### config.mk
export PLATFORM = sky130hd
export DESIGN_NAME = iommu_fault_status
export DESIGN_NICKNAME = d
export VERILOG_FILES = /design/src/rtl/fsu_pkg.sv /design/src/rtl/fsu_slot_bank.sv /design/src/rtl/fsu_status.sv /design/src/rtl/fsu_event_ctrl.sv /design/src/rtl/iommu_fault_status.sv
export SDC_FILE = /design/constraint.sdc
export NUM_CORES = 1
export LEC_CHECK = 0
export ABC_AREA = 1
export BUFFER_PORTS_ARGS = -buffer_cell sky130_fd_sc_hd__buf_2
export CAP_MARGIN = 40
export CORE_MARGIN = 5
export CORE_UTILIZATION = 53
export DETAILED_ROUTE_END_ITERATION = 6
export GPL_TIMING_DRIVEN = 0
export PLACE_DENSITY = 0.8
export SYNTH_ARGS = -nofsm -noshare
export SYNTH_HDL_FRONTEND = slang
export SYNTH_HIERARCHICAL = 1
export SYNTH_SLANG_ARGS = --single-unit
### constraint.sdc
create_clock -name clk_i -period 2.08 [get_ports clk_i]
set_input_delay 0.208 -clock clk_i [delete_from_list [all_inputs] [get_ports clk_i]]
set_output_delay 0.208 -clock clk_i [all_outputs]
set_load 0.01 [all_outputs]
### src/rtl/fsu_pkg.sv
package fsu_pkg;
  localparam int unsigned REG_W = 32;
  // status bit positions decoded by software
  localparam int unsigned ST_OVF  = 0;
  localparam int unsigned ST_PEND = 1;
  localparam int unsigned ST_ERR_LSB = 4;
  localparam int unsigned ST_IDX_LSB = 8;
  localparam int unsigned IDX_FIELD_W = 8;
  localparam int unsigned N_ERR = 3;
  // register word addresses
  localparam int unsigned A_STATUS = 0;
  localparam int unsigned A_EVCTL  = 1;
  localparam int unsigned A_SLOTS  = 2;
  localparam int unsigned A_INFO   = 8;

  typedef struct packed {
    logic timeout;
    logic cpl_err;
    logic queue_err;
  } err_vec_t;
endpackage

### src/rtl/fsu_slot_bank.sv
module fsu_slot_bank #(
  parameter int unsigned NSLOT  = 8,
  parameter int unsigned INFO_W = 16
) (
  input  logic                           clk_i,
  input  logic                           rst_ni,
  input  logic                           fault_valid_i,
  input  logic [INFO_W-1:0]              fault_info_i,
  input  logic                           clr_we_i,
  input  logic [NSLOT-1:0]               clr_bits_i,
  output logic [NSLOT-1:0]               flags_o,
  output logic [NSLOT-1:0][INFO_W-1:0]   info_o,
  output logic                           accept_o,
  output logic                           full_o,
  output logic [$clog2(NSLOT)-1:0]       alloc_idx_o
);
  localparam int unsigned IDX_W = $clog2(NSLOT);

  logic [NSLOT-1:0]             flags_q;
  logic [NSLOT-1:0][INFO_W-1:0] info_q;
  logic [IDX_W-1:0]             alloc_idx;
  logic                         found;

  // lowest free slot wins
  always_comb begin
    alloc_idx = '0;
    found     = 1'b0;
    for (int i = NSLOT - 1; i >= 0; i--) begin
      if (!flags_q[i]) begin
        alloc_idx = IDX_W'(i);
        found     = 1'b1;
      end
    end
  end

  assign accept_o    = fault_valid_i & found;
  assign full_o      = ~found;
  assign alloc_idx_o = alloc_idx;
  assign flags_o     = flags_q;
  assign info_o      = info_q;

  for (genvar g = 0; g < NSLOT; g++) begin : g_slot
    logic hit;
    assign hit = accept_o && (alloc_idx == IDX_W'(g));

    always_ff @(posedge clk_i or negedge rst_ni) begin
      if (!rst_ni) begin
        flags_q[g] <= 1'b0;
        info_q[g]  <= '0;
      end else begin
        if (hit) begin
          flags_q[g] <= 1'b1;
          info_q[g]  <= fault_info_i;
        end else if (clr_we_i && clr_bits_i[g]) begin
          flags_q[g] <= 1'b0;
        end
      end
    end

    a_r1_slot_clear: assert property (@(posedge clk_i) disable iff (!rst_ni)
      (clr_we_i && clr_bits_i[g] && !hit) |=> !flags_q[g]);
  end

  a_r1_alloc_sets: assert property (@(posedge clk_i) disable iff (!rst_ni)
    accept_o |=> flags_q[$past(alloc_idx)]);

  a_r1_full_no_alloc: assert property (@(posedge clk_i) disable iff (!rst_ni)
    (fault_valid_i && full_o && !clr_we_i) |=> $stable(flags_q));
endmodule

### src/rtl/fsu_status.sv
module fsu_status
  import fsu_pkg::*;
#(
  parameter int unsigned NSLOT = 8
) (
  input  logic                     clk_i,
  input  logic                     rst_ni,
  input  logic [NSLOT-1:0]         flags_i,
  input  logic                     accept_i,
  input  logic [$clog2(NSLOT)-1:0] alloc_idx_i,
  input  logic                     overflow_i,
  input  err_vec_t                 err_set_i,
  input  logic                     clr_we_i,
  input  logic                     clr_ovf_i,
  input  err_vec_t                 clr_err_i,
  output logic [REG_W-1:0]         status_o,
  output logic                     hw_event_o
);
  logic                   ovf_q;
  err_vec_t               err_q;
  logic [IDX_FIELD_W-1:0] idx_q;
  logic                   pending;
  logic                   rise;
  err_vec_t               err_clr;

  assign pending = |flags_i;
  assign rise    = accept_i & ~pending;
  assign err_clr = clr_we_i ? clr_err_i : '0;

  always_ff @(posedge clk_i or negedge rst_ni) begin
    if (!rst_ni) begin
      ovf_q <= 1'b0;
      err_q <= '0;
      idx_q <= '0;
    end else begin
      // set beats same-cycle clear
      ovf_q <= (ovf_q & ~(clr_we_i & clr_ovf_i)) | overflow_i;
      err_q <= (err_q & ~err_clr) | err_set_i;
      if (rise) idx_q <= IDX_FIELD_W'(alloc_idx_i);
    end
  end

  assign hw_event_o = rise | (overflow_i & ~ovf_q) | (|(err_set_i & ~err_q));

  always_comb begin
    status_o = '0;
    status_o[ST_OVF]  = ovf_q;
    status_o[ST_PEND] = pending;
    status_o[ST_ERR_LSB +: N_ERR] = err_q;
    status_o[ST_IDX_LSB +: IDX_FIELD_W] = idx_q;
  end

  a_r5_overflow_set: assert property (@(posedge clk_i) disable iff (!rst_ni)
    overflow_i |=> ovf_q);

  a_r6_queue_err_sticky: assert property (@(posedge clk_i) disable iff (!rst_ni)
    (err_q.queue_err && !err_clr.queue_err) |=> err_q.queue_err);

  a_r4_index_hold: assert property (@(posedge clk_i) disable iff (!rst_ni)
    pending |=> $stable(idx_q));

  a_r7_set_wins: assert property (@(posedge clk_i) disable iff (!rst_ni)
    (err_set_i.timeout && err_clr.timeout) |=> err_q.timeout);
endmodule

### src/rtl/fsu_event_ctrl.sv
module fsu_event_ctrl (
  input  logic clk_i,
  input  logic rst_ni,
  input  logic cond_i,
  input  logic mask_we_i,
  input  logic mask_d_i,
  output logic mask_o,
  output logic ip_o,
  output logic event_o
);
  logic mask_q, ip_q, event_q;

  always_ff @(posedge clk_i or negedge rst_ni) begin
    if (!rst_ni) begin
      mask_q  <= 1'b1;
      ip_q    <= 1'b0;
      event_q <= 1'b0;
    end else begin
      event_q <= ~mask_q & (cond_i | ip_q);
      ip_q    <= mask_q & (ip_q | cond_i);
      if (mask_we_i) mask_q <= mask_d_i;
    end
  end

  assign mask_o  = mask_q;
  assign ip_o    = ip_q;
  assign event_o = event_q;

  a_r10_masked_quiet: assert property (@(posedge clk_i) disable iff (!rst_ni)
    mask_q |=> !event_q);

  a_r10_pending_drains: assert property (@(posedge clk_i) disable iff (!rst_ni)
    !mask_q |=> !ip_q);

  a_r10_pending_delivered: assert property (@(posedge clk_i) disable iff (!rst_ni)
    (!mask_q && ip_q) |=> event_q);
endmodule

### src/rtl/iommu_fault_status.sv
module iommu_fault_status
  import fsu_pkg::*;
#(
  parameter int unsigned NSLOT  = 8,
  parameter int unsigned INFO_W = 16,
  parameter int unsigned ADDR_W = 5
) (
  input  logic              clk_i,
  input  logic              rst_ni,
  input  logic              fault_valid_i,
  input  logic [INFO_W-1:0] fault_info_i,
  input  logic              inv_timeout_i,
  input  logic              inv_cpl_err_i,
  input  logic              inv_queue_err_i,
  input  logic [ADDR_W-1:0] reg_addr_i,
  input  logic [31:0]       reg_wdata_i,
  input  logic              reg_we_i,
  output logic [31:0]       reg_rdata_o,
  output logic              fault_event_o
);
  localparam int unsigned IDX_W = $clog2(NSLOT);
  localparam logic [ADDR_W-1:0] AD_STATUS = ADDR_W'(A_STATUS);
  localparam logic [ADDR_W-1:0] AD_EVCTL  = ADDR_W'(A_EVCTL);
  localparam logic [ADDR_W-1:0] AD_SLOTS  = ADDR_W'(A_SLOTS);
  localparam logic [ADDR_W-1:0] AD_INFO   = ADDR_W'(A_INFO);
  localparam logic [ADDR_W-1:0] AD_INFO_END = ADDR_W'(A_INFO + NSLOT);

  logic [NSLOT-1:0]             flags;
  logic [NSLOT-1:0][INFO_W-1:0] info;
  logic                         accept, full;
  logic [IDX_W-1:0]             alloc_idx;
  logic [REG_W-1:0]             status;
  logic                         hw_event;
  logic                         mask, ip;
  logic                         we_status, we_evctl, we_slots;
  err_vec_t                     err_set, err_clr;
  logic [ADDR_W-1:0]            info_off;
  logic                         unused_wdata;

  assign we_status = reg_we_i && (reg_addr_i == AD_STATUS);
  assign we_evctl  = reg_we_i && (reg_addr_i == AD_EVCTL);
  assign we_slots  = reg_we_i && (reg_addr_i == AD_SLOTS);

  assign err_set = '{timeout: inv_timeout_i, cpl_err: inv_cpl_err_i, queue_err: inv_queue_err_i};
  assign err_clr = reg_wdata_i[ST_ERR_LSB +: N_ERR];
  assign unused_wdata = ^reg_wdata_i;

  fsu_slot_bank #(.NSLOT(NSLOT), .INFO_W(INFO_W)) u_slots (
    .clk_i         (clk_i),
    .rst_ni        (rst_ni),
    .fault_valid_i (fault_valid_i),
    .fault_info_i  (fault_info_i),
    .clr_we_i      (we_slots),
    .clr_bits_i    (reg_wdata_i[NSLOT-1:0]),
    .flags_o       (flags),
    .info_o        (info),
    .accept_o      (accept),
    .full_o        (full),
    .alloc_idx_o   (alloc_idx)
  );

  fsu_status #(.NSLOT(NSLOT)) u_status (
    .clk_i       (clk_i),
    .rst_ni      (rst_ni),
    .flags_i     (flags),
    .accept_i    (accept),
    .alloc_idx_i (alloc_idx),
    .overflow_i  (fault_valid_i & full),
    .err_set_i   (err_set),
    .clr_we_i    (we_status),
    .clr_ovf_i   (reg_wdata_i[ST_OVF]),
    .clr_err_i   (err_clr),
    .status_o    (status),
    .hw_event_o  (hw_event)
  );

  fsu_event_ctrl u_event (
    .clk_i     (clk_i),
    .rst_ni    (rst_ni),
    .cond_i    (hw_event),
    .mask_we_i (we_evctl),
    .mask_d_i  (reg_wdata_i[0]),
    .mask_o    (mask),
    .ip_o      (ip),
    .event_o   (fault_event_o)
  );

  assign info_off = reg_addr_i - AD_INFO;

  always_comb begin
    reg_rdata_o = '0;
    if (reg_addr_i == AD_STATUS) begin
      reg_rdata_o = status;
    end else if (reg_addr_i == AD_EVCTL) begin
      reg_rdata_o[0] = mask;
      reg_rdata_o[1] = ip;
    end else if (reg_addr_i == AD_SLOTS) begin
      reg_rdata_o[NSLOT-1:0] = flags;
    end else if (reg_addr_i >= AD_INFO && reg_addr_i < AD_INFO_END) begin
      reg_rdata_o[INFO_W-1:0] = info[info_off[IDX_W-1:0]];
    end
  end

  a_r3_pending_tracks: assert property (@(posedge clk_i) disable iff (!rst_ni)
    (reg_addr_i == AD_STATUS) |-> (reg_rdata_o[ST_PEND] == (|flags)));

  a_r2_reserved_zero: assert property (@(posedge clk_i) disable iff (!rst_ni)
    (reg_addr_i == AD_STATUS) |-> (reg_rdata_o[31:16] == '0 && !reg_rdata_o[7] && reg_rdata_o[3:2] == '0));
endmodule

Word-level counts from Yosys, hierarchy flattened
Index checks and enable logic that the tools add are counted.
Storage, ports and cells
  bits in registers: 146
  bits of input ports: 60
  output and inout bits: 33
  logic and storage cells: 132
Cells by class
  add/sub/neg operators: 1
  magnitude comparators: 3
  equal/unequal tests: 9
  multiplexer cells: 41
  bitwise logic cells: 22
  reduce and logical (&&, ||, !) cells: 32
Operators with widths (number)
  $bmux W16 S3: 1
  $mux W16: 3
  $mux W3: 9
  $mux W1: 24
  $logic_and A1 B1 Y1: 20
  $mux W8: 2
  $reduce_bool A2 Y1: 8
  $mux W14: 1
  $eq A3 B3 Y1 const B: 4
  $and A1 B1 Y1: 8
  $reduce_or A8 Y1: 1
  $and A3 B3 Y3: 2
  $eq A3 B2 Y1 const B: 2
  $not A3 Y3: 2
  $eq A5 B1 Y1 const B: 1
  $eq A5 B2 Y1 const B: 1
  $ge A5 B4 Y1 const B: 1
  $logic_not A5 Y1: 1
  $lt A5 B5 Y1 const B: 1
  $not A1 Y1: 5
  $lt A3 B4 Y1 const B: 1
  $or A1 B1 Y1: 4
  $eq A3 B1 Y1 const B: 1
  $logic_not A3 Y1: 1
  4 further kinds: 4

Depth between registers and ports, before layout
Gate-level depths: netlist (run 1).
  depth in word-level cells: 15
  depth in mapped cells: 13
  gate-level depth less buffers: 12

Hierarchy
The synthesis (run 1) kept the hierarchy.
Modules (own cells, without submodules)
  fsu_slot_bank: times used 1, cells each 571, area each 5501.5 um^2, seq. area each 3403.3 um^2
  iommu_fault_status: times used 1, cells each 387, area each 1707.9 um^2, seq. area each 0.0 um^2
  fsu_status: times used 1, cells each 72, area each 530.5 um^2, seq. area each 175.2 um^2
  fsu_event_ctrl: times used 1, cells each 11, area each 106.4 um^2, seq. area each 76.3 um^2

Least setup slack after synthesis (run 1)
OpenSTA, ideal clock, no wires.
  kind: reg2reg
  start point: register u_slots.flags_q[0], in the netlist u_slots/flags_o[0]
  end point: register u_slots.info_q, in the netlist u_slots/info_o[23]
  setup time: 118 ps
  data arrival time: 1470 ps
  required time: 1962 ps
  slack: 491 ps
  cell stages (with the launch flop): 11
  buffers on the path: 2
  clock period less this slack: 1589 ps
  cell sequence: dfrtp_1 -> buf_4 -> nand2_1 -> nor2_2 -> nand2_1 -> nand2_1 -> nor2_4 -> nand4_4 -> buf_2 -> nand2_1 -> nand2_1
On the way
  word-level cells in the longest chain between the ends: 3
  elaborated cells between the ends (all ways): 5
  those cells by class: 1 x eq/ne; 2 x mux; 1 x bitwise; 1 x reduce/logical
Ends and longest elaborated chain
  from (decl): RTL line fsu_slot_bank.sv:19  | logic [NSLOT-1:0] flags_q;
  from (signal, indexed assignment): RTL line fsu_slot_bank.sv:48  | flags_q[g] <= 1'b0;
  from (signal, indexed assignment): RTL line fsu_slot_bank.sv:52  | flags_q[g] <= 1'b1;
  from (signal, indexed assignment): RTL line fsu_slot_bank.sv:55  | flags_q[g] <= 1'b0;
  $mux W3 / $mux W1 (equally long branches): RTL line fsu_slot_bank.sv:29  | if (!flags_q[i]) begin
  $eq A3 B1 Y1 / $and A1 B1 Y1 (equally long branches): RTL line fsu_slot_bank.sv:44, fsu_slot_bank.sv:36
  $logic_and A1 B1 Y1 (*): RTL line fsu_slot_bank.sv:44  | assign hit = accept_o && (alloc_idx == IDX_W'(g));
  to (signal, indexed assignment): RTL line fsu_slot_bank.sv:53  | info_q[g] <= fault_info_i;
  to (decl): RTL line fsu_slot_bank.sv:20  | logic [NSLOT-1:0][INFO_W-1:0] info_q;
Every way passes the cells marked *; elsewhere a longest branch is shown, timed or not.
A chain may end at the register's enable or synchronous reset.

Final worst setup path (run 1)
  start point: register u_slots.flags_q[1], in the netlist u_slots/flags_o[1]
  end point: output port reg_rdata_o[1]
On the way
  elaborated cells between the ends (all ways): 4
  those cells by class: 3 x mux; 1 x reduce/logical
RTL lines
  $reduce_or A8 Y1: RTL line fsu_status.sv:26  | assign pending = |flags_i;
  named net u_status.pending: RTL line fsu_status.sv:22  | logic pending;
  $mux W16: RTL line iommu_fault_status.sv:92  | if (reg_addr_i == AD_STATUS) begin
  to (decl): RTL line iommu_fault_status.sv:18  | output logic [31:0] reg_rdata_o,
The timed path passes the listed nets, and every way through them passes these cells.

==> results of run 1 <==
[worst min-delay path, delay by kind of cell]
family | cells | cell delay, ns
buffers and inverters | 1 | 0.08
and+or+nand+nor | 3 | 0.14
[cell usage in the layout, fill, tap and decap left out, types with 4 or more instances in the layout]
master	Yosys	final
inv_1	82	82
nand3_1	65	65
nand2_1	409	409
nor3_1	5	5
buf_6	10	11
inv_2	7	7
nand2_2	7	7
o211ai_1	7	7
o21ai_0	28	28
dfrtp_2	0	5
nand4_1	65	65
buf_2	33	82
nor2_4	3	4
clkbuf_1	7	9
conb_1	1	24
o21ai_1	59	59
dlygate4sd3_1	0	5
clkbuf_8	0	5
nor2_2	6	8
clkbuf_16	0	17
dfrtp_1	145	140
buf_4	34	40
nor2_1	48	45
[state kept, by name, indices dropped and copies added, names as in the netlist]
name / count
u_status/ovf_q: 1
u_event/event_o: 1
u_event/mask_o: 1
u_status/idx_q: 3
u_event/ip_o: 1
u_slots/flags_o: 8
u_status/status_o: 3
u_slots/info_o: 128
[per-layer routing]
metal | vias to the layer above | part of all wire | routed length [µm] | track usage
li1 | 3506 | - | - | -
met1 | 3541 | 0.40 | 9820 | 0.388
met2 | 491 | 0.44 | 10800 | 0.416
met3 | 84 | 0.13 | 3110 | 0.0956
met4 | 0 | 0.042 | 1040 | 0.129
met5 | - | 0 | 0 | 0
[stage by stage]
stage	worst slack (ns)	cells
global route	-0.0267	1344
CTS	0.0456	1340
finish	0.0385	1344
detailed placement	0.0602	1301
floorplan	0.491	1064
global placement	-1.31	1300
[logic make-up after synthesis]
logic type             synth area share
other                          0.000478
buffers and inverters             0.116
DFF                               0.466
AOI/OAI and AO/OA                0.0678
and+or+nand+nor                   0.350
[report_power, final]
part	leakage, nW	switching, mW	internal [mW]	total, mW
registers	1.80	0.704	4.09	4.80
clock network	0.273	1.14	1.79	2.94
logic	2.75	4.02	1.85	5.87
total	4.83	5.87	7.74	13.6
[how the worst max path moves through the flow]
stage | slack, ns | start | endpoint | cells after the start
2_1_floorplan | 0.49 | u_slots/flags_o[0]$_DFFE_PN0P_ | u_slots/info_o[23]$_DFFE_PN0P_ | 10
3_3_place_gp | -1.31 | rst_ni | u_slots/info_o[24]$_DFFE_PN0P_ | 1
3_5_place_dp | 0.06 | reg_addr_i[4] | reg_rdata_o[15] | 6
4_1_cts | 0.05 | u_slots/flags_o[3]$_DFFE_PN0P_ | reg_rdata_o[1] | 10
5_1_grt | -0.03 | u_slots/flags_o[5]$_DFFE_PN0P_ | reg_rdata_o[1] | 10
6_report | 0.04 | u_slots/flags_o[1]$_DFFE_PN0P_ | reg_rdata_o[1] | 10
[final cells by class]
| type | instances | area, µm² | area share |
|---|---|---|---|
| Clock inverter | 4 | 47.5 | 0.00519 |
| Buffer | 85 | 583 | 0.0637 |
| Inverter | 89 | 334 | 0.0365 |
| Multi-Input combinational cell | 744 | 3380 | 0.369 |
| Timing Repair Buffer | 65 | 409 | 0.0447 |
| Sequential cell | 146 | 3660 | 0.400 |
| Clock buffer | 27 | 513 | 0.0560 |
| Tap cell | 184 | 230 | 0.0251 |
[repair_timing]
item                                    in CTS  in global routing
hold buffers                                 5                  0
endpoints found under the hold margin       81                  0
pin swaps                                    1                  2
endpoints found under the setup margin       1                 41
gates resized for setup                      3                 14
buffers inserted                             3                  4
==> out/qor.txt, run 1 <==
most frequent cell after synthesis: nand2_1
Hold EP: u_slots/flags_o[7]$_DFFE_PN0P_
Max-Cap Viols: 0
Least-Margin Pin Slew: 0.732 ns
Ys Warns: 6
relative max-transition margin: 0.512
chip width: 132 µm
die area: 17300 µm²
Worst R2R Start: u_slots/flags_o[0]$_DFFE_PN0P_
CP Buf/Inv Count: 3
drt first pass iters: 6
register area share after synthesis: 0.466
CP peak stage delay: 0.43 ns
Via Count: 7622
Initial Utilization: 0.540
critical path class: reg -> out
# setup viols final: 0
drt initial violations: 1208
Max VDD drop: 0.000828 V
Final GP Congestion: 0.919
Post-Synthesis Cell Area: 7850 µm²
crit path max fanout: 2
Crit path max-delay family: simple AND/OR/NAND/NOR gates
DP HPWL: 17.6 mm
DR WL/cell: 18.4 µm
Fin Hold WS: 0.0352 ns
cells after synthesis: 1041
Leak: 4.83 nW
FP Rows: 44
WP data required: 1.87 ns
ys flop type: dfrtp_1
Die H: 132 µm
drt via density: 5.67
reg2reg setup slack: 0.06 ns
hold path depth: 4
IO Pins: 93
crit-path cells: nor2_2 -> nand2_1 -> nor2_4 -> inv_1 -> buf_4 -> nor2_1 -> nor2_1 -> nor2_1 -> a21oi_2 -> buf_2
Avg Cell Area, Syn: 7.54 µm²
Hold Fails Final Rpt: 0
CTS Sinks: 146
RR Endpoint: u_slots/info_o[8]$_DFFE_PN0P_
Achievable Freq: 490 MHz
status: completed
Clock Tree Buf Depth: 2
H-tree Lvls: 4
clock latency at the later pin of the worst-skew pair: 0.43 ns
CTS tree: yes
Worst Reg-to-Reg Cells: 11
Routed Antenna Nets: 0
first-pass GRT wire length: 39.3 mm
# diodes: 0
Setup TNS: 0 ns
root buffer cell: clkbuf_16
DP Area: 8460 µm²
Synth top area share: 0.462
HP Class: in -> reg
drt drc: 0
dominant cell type by area after synthesis: dfrtp_1
Final Routed Wirelength: 24.7 mm
largest net degree at the start of global routing: 79
Layout Area Growth over Synthesis: 16.7%
#FFs+latches synth: 146
Hold Path Origin: reg_wdata_i[7]
fraction of layout cells with a size suffix above 1: 0.184
number of global-route vias before repair: 7141
grt total ovfl: 0
Critical Path AT: 1.83 ns
skew final: 0.00529 ns
P per Cell Area: 1490 nW/µm²
top cells by count, synth: nand2_1 (409), dfrtp_1 (145), inv_1 (82)
total power: 13.6 mW
Post-synth EDFFs: 0
IO Port Bufs: 52
Tot GR Track Use: 0.286
antenna violations before repair: 0
synth top area cells: dfrtp_1 (46%), nand2_1 (20%), nand4_1 (5.2%), nand3_1 (4.1%), inv_1 (3.9%)
crit path launch type: register
clock buffer count from CTS: 17
CORE AREA: 14500 µm²
Yosys cell types: 30
Final Core Density: 0.630
fraction of registers with async set/reset: 1.00
Final nets: 1208
max-slew violations: 0
RSZ-0062 raised after global routing: yes
Post-Layout Inst Area: 9160 µm²
Final period util: 0.981
fin crit period: 2.04 ns
clk slew on worst S/H paths: 0.06 ns
Critical-path top delay cell: dfrtp_2
CP endpoint kind: primary output
Fillers: 1290
critical path's most frequent cell: nor2_1
Power figures use the tool's default switching activity.
==> run 2: changes to the inputs <==
--- a/config.mk
+++ b/config.mk
@@ -9,10 +9,11 @@
 export BUFFER_PORTS_ARGS = -buffer_cell sky130_fd_sc_hd__buf_2
 export CAP_MARGIN = 40
 export CORE_MARGIN = 5
-export CORE_UTILIZATION = 53
+export CORE_UTILIZATION = 50
 export DETAILED_ROUTE_END_ITERATION = 6
 export GPL_TIMING_DRIVEN = 0
-export PLACE_DENSITY = 0.8
+export MAX_ROUTING_LAYER = met4
+export PLACE_DENSITY = 0.76
 export SYNTH_ARGS = -nofsm -noshare
 export SYNTH_HDL_FRONTEND = slang
 export SYNTH_HIERARCHICAL = 1
==> out/qor.txt, run 2 (synthesis gave the netlist of run 1 again) <==
drt drc: 0
commonest non-fill, non-tap cells in the layout: nand2_1 (409), dfrtp_1 (142), inv_1 (82)
WP data required: 1.87 ns
clock latency at the later pin of the worst-skew pair: 0.44 ns
crit path launch type: register
clk slew on worst S/H paths: 0.06 ns
Hold Fails Final Rpt: 0
Logic pwr share: 0.432
Hold Path Origin: reg_wdata_i[3]
Initial Utilization: 0.512
# diodes: 0
hold path depth: 4
reg2reg setup slack: 0.04 ns
CTS tree: yes
grt total ovfl: 0
DR WL/cell: 19.0 µm
Critical-path top delay cell: dfrtp_2
Final Routed Wirelength: 26.0 mm
crit path max fanout: 7
Tot GR Track Use: 0.298
Setup TNS: 0 ns
Cell Int Power: 7.81 mW
relative max-transition margin: 0.612
drt initial violations: 957
Worst Reg-to-Reg Cells: 11
clock share of power: 0.227
skew final: 0.00906 ns
Final nets: 1207
Least-Margin Pin Slew: 0.582 ns
Sequential Power Share: 0.341
Worst setup startpoint: u_slots/flags_o[1]$_DFFE_PN0P_
FP Rows: 45
sw frac: 0.443
DP HPWL: 17.8 mm
Post-Layout Inst Area: 9240 µm²
root buffer cell: clkbuf_16
Hold EP: u_slots/flags_o[3]$_DFFE_PN0P_
IO Pins: 93
total power: 14.0 mW
DP Area: 8490 µm²
Final GP Congestion: 0.989
crit-path cells: nor2_1 -> nand2_1 -> nor2_4 -> inv_1 -> buf_4 -> nor2_1 -> nor2_1 -> nor2_1 -> a21oi_2 -> buf_2
HP Class: in -> reg
antenna violations before repair: 0
number of global-route vias before repair: 7336
max-slew violations: 0
drt first pass iters: 5
Achievable Freq: 487 MHz
RR Endpoint: u_slots/info_o[40]$_DFFE_PN0P_
number of flip-flops in the largest register: 128
Via Count: 7688
drt via density: 5.61
Die H: 135 µm
Worst R2R Start: u_slots/flags_o[0]$_DFFE_PN0P_
Placed Cells incl. Taps: 1328
Final period util: 0.987
H-tree Lvls: 4
Net Sw Power: 6.21 mW
Max VDD drop: 0.000787 V
chip width: 135 µm
first-pass GRT wire length: 40.1 mm
CTS Sinks: 146
Layout Area Growth over Synthesis: 17.8%
CP peak stage delay: 0.46 ns
fraction of layout cells with a size suffix above 1: 0.185
clock buffer count from CTS: 17
fin crit period: 2.05 ns
Critical Path AT: 1.84 ns
commonest non-fill, non-tap cell in the layout: nand2_1
Clock Tree Buf Depth: 2
largest net degree at the start of global routing: 92
IO Port Bufs: 52
status: completed
critical path's most frequent cell: nor2_1
# setup viols final: 0
Leak: 4.85 nW
die area: 18300 µm²
P per Cell Area: 1520 nW/µm²
critical path class: reg -> out
CORE AREA: 15300 µm²
Setup WS pre-CTS: 0.0424 ns
Routed Antenna Nets: 0
CP endpoint kind: primary output
fin cells: 1371
Max-Cap Viols: 0
fin worst setup slack: 0.0277 ns
RSZ-0062 raised after global routing: yes
[run 2: changes by cell type in the layout (fill, tap and decap cells not counted), moves of 3 or more]
| cell | delta |
|---|---|
| clkbuf_1 | -5 |
| clkinv_4 | +5 |
| inv_6 | +4 |
| buf_4 | +3 |
[run 2: worst max path at each step]
stage,to,slack [ns],depth (start not counted)
floorplan,u_slots/info_o[23]$_DFFE_PN0P_,0.49,10
global placement,u_slots/info_o[122]$_DFFE_PN0P_,-1.35,1
detailed placement,reg_rdata_o[7],0.04,6
CTS,u_slots/info_o[40]$_DFFE_PN0P_,0.004,10
global route,reg_rdata_o[1],-0.08,10
finish,reg_rdata_o[1],0.03,10
[run 2: worst max-delay path: cells and delay by family (launching register included)]
kind,cells,cell delay (ns)
AOI/OAI and AO/OA,1,0.04
DFF,1,0.46
and+or+nand+nor,6,0.60
buffers and inverters,3,0.31
[run 2: area by class of cell]
cell class              instances  area (µm²)
repair buffers                 64         389
plain buffers                  85         588
well taps                     211         264
clock buffers                  20         467
inverters                      89         334
fillers                      1448        6070
clock inverters                12         146
multi-input cells             744        3390
flip-flops and latches        146        3660
[run 2: layer usage]
metal / GRT usage / vias to the layer above / share of wire
met5: - / - / 0
met4: 0.163 / 0 / 0.051
met3: 0.0557 / 90 / 0.11
met2: 0.434 / 481 / 0.44
met1: 0.395 / 3614 / 0.39
li1: - / 3503 / -
[run 2: power groups by stage]
stage / Clock [mW] / Combinational (mW) / Sequential [mW]
final: 3.18 / 6.06 / 4.79
after CTS: 3.19 / 5.66 / 4.76
after floorplan: 0 / 3.94 / 4.63
after detailed placement: 0 / 5.58 / 4.80
after global placement: 0 / 5.49 / 4.76
after global routing: 3.33 / 6.55 / 4.94
[run 2: what timing repair did]
| action | 4_1_cts | 5_1_grt |
|---|---|---|
| endpoints found under the hold margin | 58 | 0 |
| pin swaps | 1 | 3 |
| gates resized for setup | 2 | 19 |
| hold buffers | 5 | 0 |
| buffers inserted | 1 | 5 |
| endpoints found under the setup margin | 1 | 68 |
[run 2: through the flow]
step,hold slack (ns),util
after floorplan,-0.0876,-
after global placement,0.409,0.552
after detailed placement,0.217,0.554
after CTS,0.0160,0.599
after global routing,0.0468,0.603
final,0.0172,0.603
==> run 3: changes to the inputs <==
==> constraint.sdc (replaced) <==
create_clock -name clk_i -period 2.08 [get_ports clk_i]
set_input_delay 0.416 -clock clk_i [delete_from_list [all_inputs] [get_ports clk_i]]
set_output_delay 0.416 -clock clk_i [all_outputs]
set_load 0.01 [all_outputs]
==> out/qor.txt, run 3 (synthesis gave the netlist of run 1 again) <==
IO Pins: 93
CP endpoint kind: primary output
Net Sw Power: 6.34 mW
Least-Margin Pin Slew: 0.553 ns
total power: 14.3 mW
Routed Antenna Nets: 0
Die H: 135 µm
# diodes: 0
critical path class: reg -> out
Via Count: 7735
Logic pwr share: 0.445
Final Routed Wirelength: 26.6 mm
drt drc: 0
relative max-transition margin: 0.632
H-tree Lvls: 4
max-slew violations: 0
crit path launch type: register
clock share of power: 0.223
Cell Int Power: 7.95 mW
RSZ-0062 raised after global routing: yes
largest net degree at the start of global routing: 92
clock buffer count from CTS: 17
Initial Utilization: 0.512
CTS Sinks: 146
sequential cell area: 3660 µm²
Fin Hold WS: 0.171 ns
# setup viols final: 0
Fillers: 1369
root buffer cell: clkbuf_16
fin crit period: 2.07 ns
FP Rows: 45
fin cells: 1383
number of flip-flops in the largest register: 128
DP HPWL: 17.8 mm
status: completed
drt first pass iters: 6
Final period util: 0.998
Leak: 5.01 nW
antenna violations before repair: 0
IO Port Bufs: 52
chip width: 135 µm
grt total ovfl: 0
drt initial violations: 974
commonest non-fill, non-tap cells in the layout: nand2_1 (405), dfrtp_1 (142), inv_1 (80)
number of global-route vias before repair: 7387
Max-Cap Viols: 0
clock latency at the later pin of the worst-skew pair: 0.44 ns
Final nets: 1219
clk slew on worst S/H paths: 0.06 ns
Sequential Power Share: 0.332
CTS tree: yes
HP Class: in -> reg
Final GP Congestion: 0.989
Layout Area Growth over Synthesis: 22.8%
Placed Cells incl. Taps: 1328
Hold Fails Final Rpt: 0
area occupied by multi-input gates: 3500 µm²
first-pass GRT wire length: 40.5 mm
Max VDD drop: 0.000789 V
sw frac: 0.443
WP data required: 1.66 ns
Achievable Freq: 482 MHz
crit path max fanout: 4
Critical Path AT: 1.66 ns
CORE AREA: 15300 µm²
Clock Tree Buf Depth: 2
skew final: 0.00891 ns
DR WL/cell: 19.3 µm
commonest non-fill, non-tap cell in the layout: nand2_1
fraction of layout cells with a size suffix above 1: 0.218
P per Cell Area: 1480 nW/µm²
drt via density: 5.59
die area: 18300 µm²
Tot GR Track Use: 0.302
-- run 3: cell count changes in the layout (fill, tap and decap cells not counted), sizes merged --
cell         delta
buf            +15
clkbuf          +1
clkinv          +1
clkinvlp        +1
dlygate4sd3     -4
inv             -2
-- run 3: area by class of cell --
class / count / share of cell area
sequential: 146 / 0.380
timing repair buffer: 78 / 0.0585
tap: 211 / 0.0274
multi-input combinational: 744 / 0.363
buffer: 83 / 0.0709
clock inverter: 12 / 0.0152
inverter: 89 / 0.0371
clock buffer: 20 / 0.0484
-- run 3: worst paths after layout --
kind	slack (ns)	endpoint	cells past startpoint	start
hold reg to reg	0.47	u_slots/info_o[65]$_DFFE_PN0P_	2	u_slots/info_o[65]$_DFFE_PN0P_
setup reg to reg	0.03	u_slots/info_o[46]$_DFFE_PN0P_	10	u_slots/flags_o[0]$_DFFE_PN0P_
setup / recovery	0.005	reg_rdata_o[1]	9	u_slots/flags_o[6]$_DFFE_PN0P_
hold / removal	0.17	u_status/status_o[5]$_DFF_PN0_	3	inv_cpl_err_i
max in group asynchronous	0.73	u_slots/info_o[57]$_DFFE_PN0P_	3	rst_ni
min in group asynchronous	0.52	u_slots/info_o[79]$_DFFE_PN0P_	2	rst_ni
-- run 3: worst max-delay path, cell delays in order (launching register included) --
cell	delay (ns)
dfrtp_2	0.42
nor2_1	0.10
nand2_1	0.09
nor2_4	0.13
inv_2	0.04
nor2_2	0.07
nor2_1	0.04
nor2_1	0.14
a21oi_2	0.04
buf_2	0.14
-- run 3: layer usage --
layer,wire length [µm],GRT usage
met5,0,-
met2,12100,0.434
met3,2760,0.0598
met1,10400,0.401
met4,1370,0.167
-- run 3: repair_timing --
action | CTS | global route
pin swaps | 7 | 20
hold buffers | 1 | 0
endpoints found under the hold margin | 54 | 0
setup buffers | 10 | 11
gates resized for setup | 34 | 70
endpoints found under the setup margin | 16 | 74
cloned | 1 | 2
-- run 3: per-stage QoR --
| stage | setup TNS, ns | setup slack, ns | cell area (µm²) | util |
|---|---|---|---|---|
| 2_1_floorplan | 0 | 0.432 | 7930 | - |
| 3_3_place_gp | -229.62 | -1.56 | 8460 | 0.552 |
| 3_5_place_dp | -4.31 | -0.374 | 8490 | 0.554 |
| 4_1_cts | 0 | 0.000403 | 9290 | 0.606 |
| 5_1_grt | -0.136 | -0.0781 | 9640 | 0.629 |
| 6_report | 0 | 0.00501 | 9640 | 0.629 |
-- run 3: power groups by stage --
stage / combinational (mW) / clock (mW) / sequential (mW)
6_report: 6.36 / 3.19 / 4.74
5_1_grt: 6.84 / 3.33 / 4.89
4_1_cts: 5.82 / 3.19 / 4.72
3_5_place_dp: 5.58 / 0 / 4.80
3_3_place_gp: 5.49 / 0 / 4.76
2_1_floorplan: 3.94 / 0 / 4.63
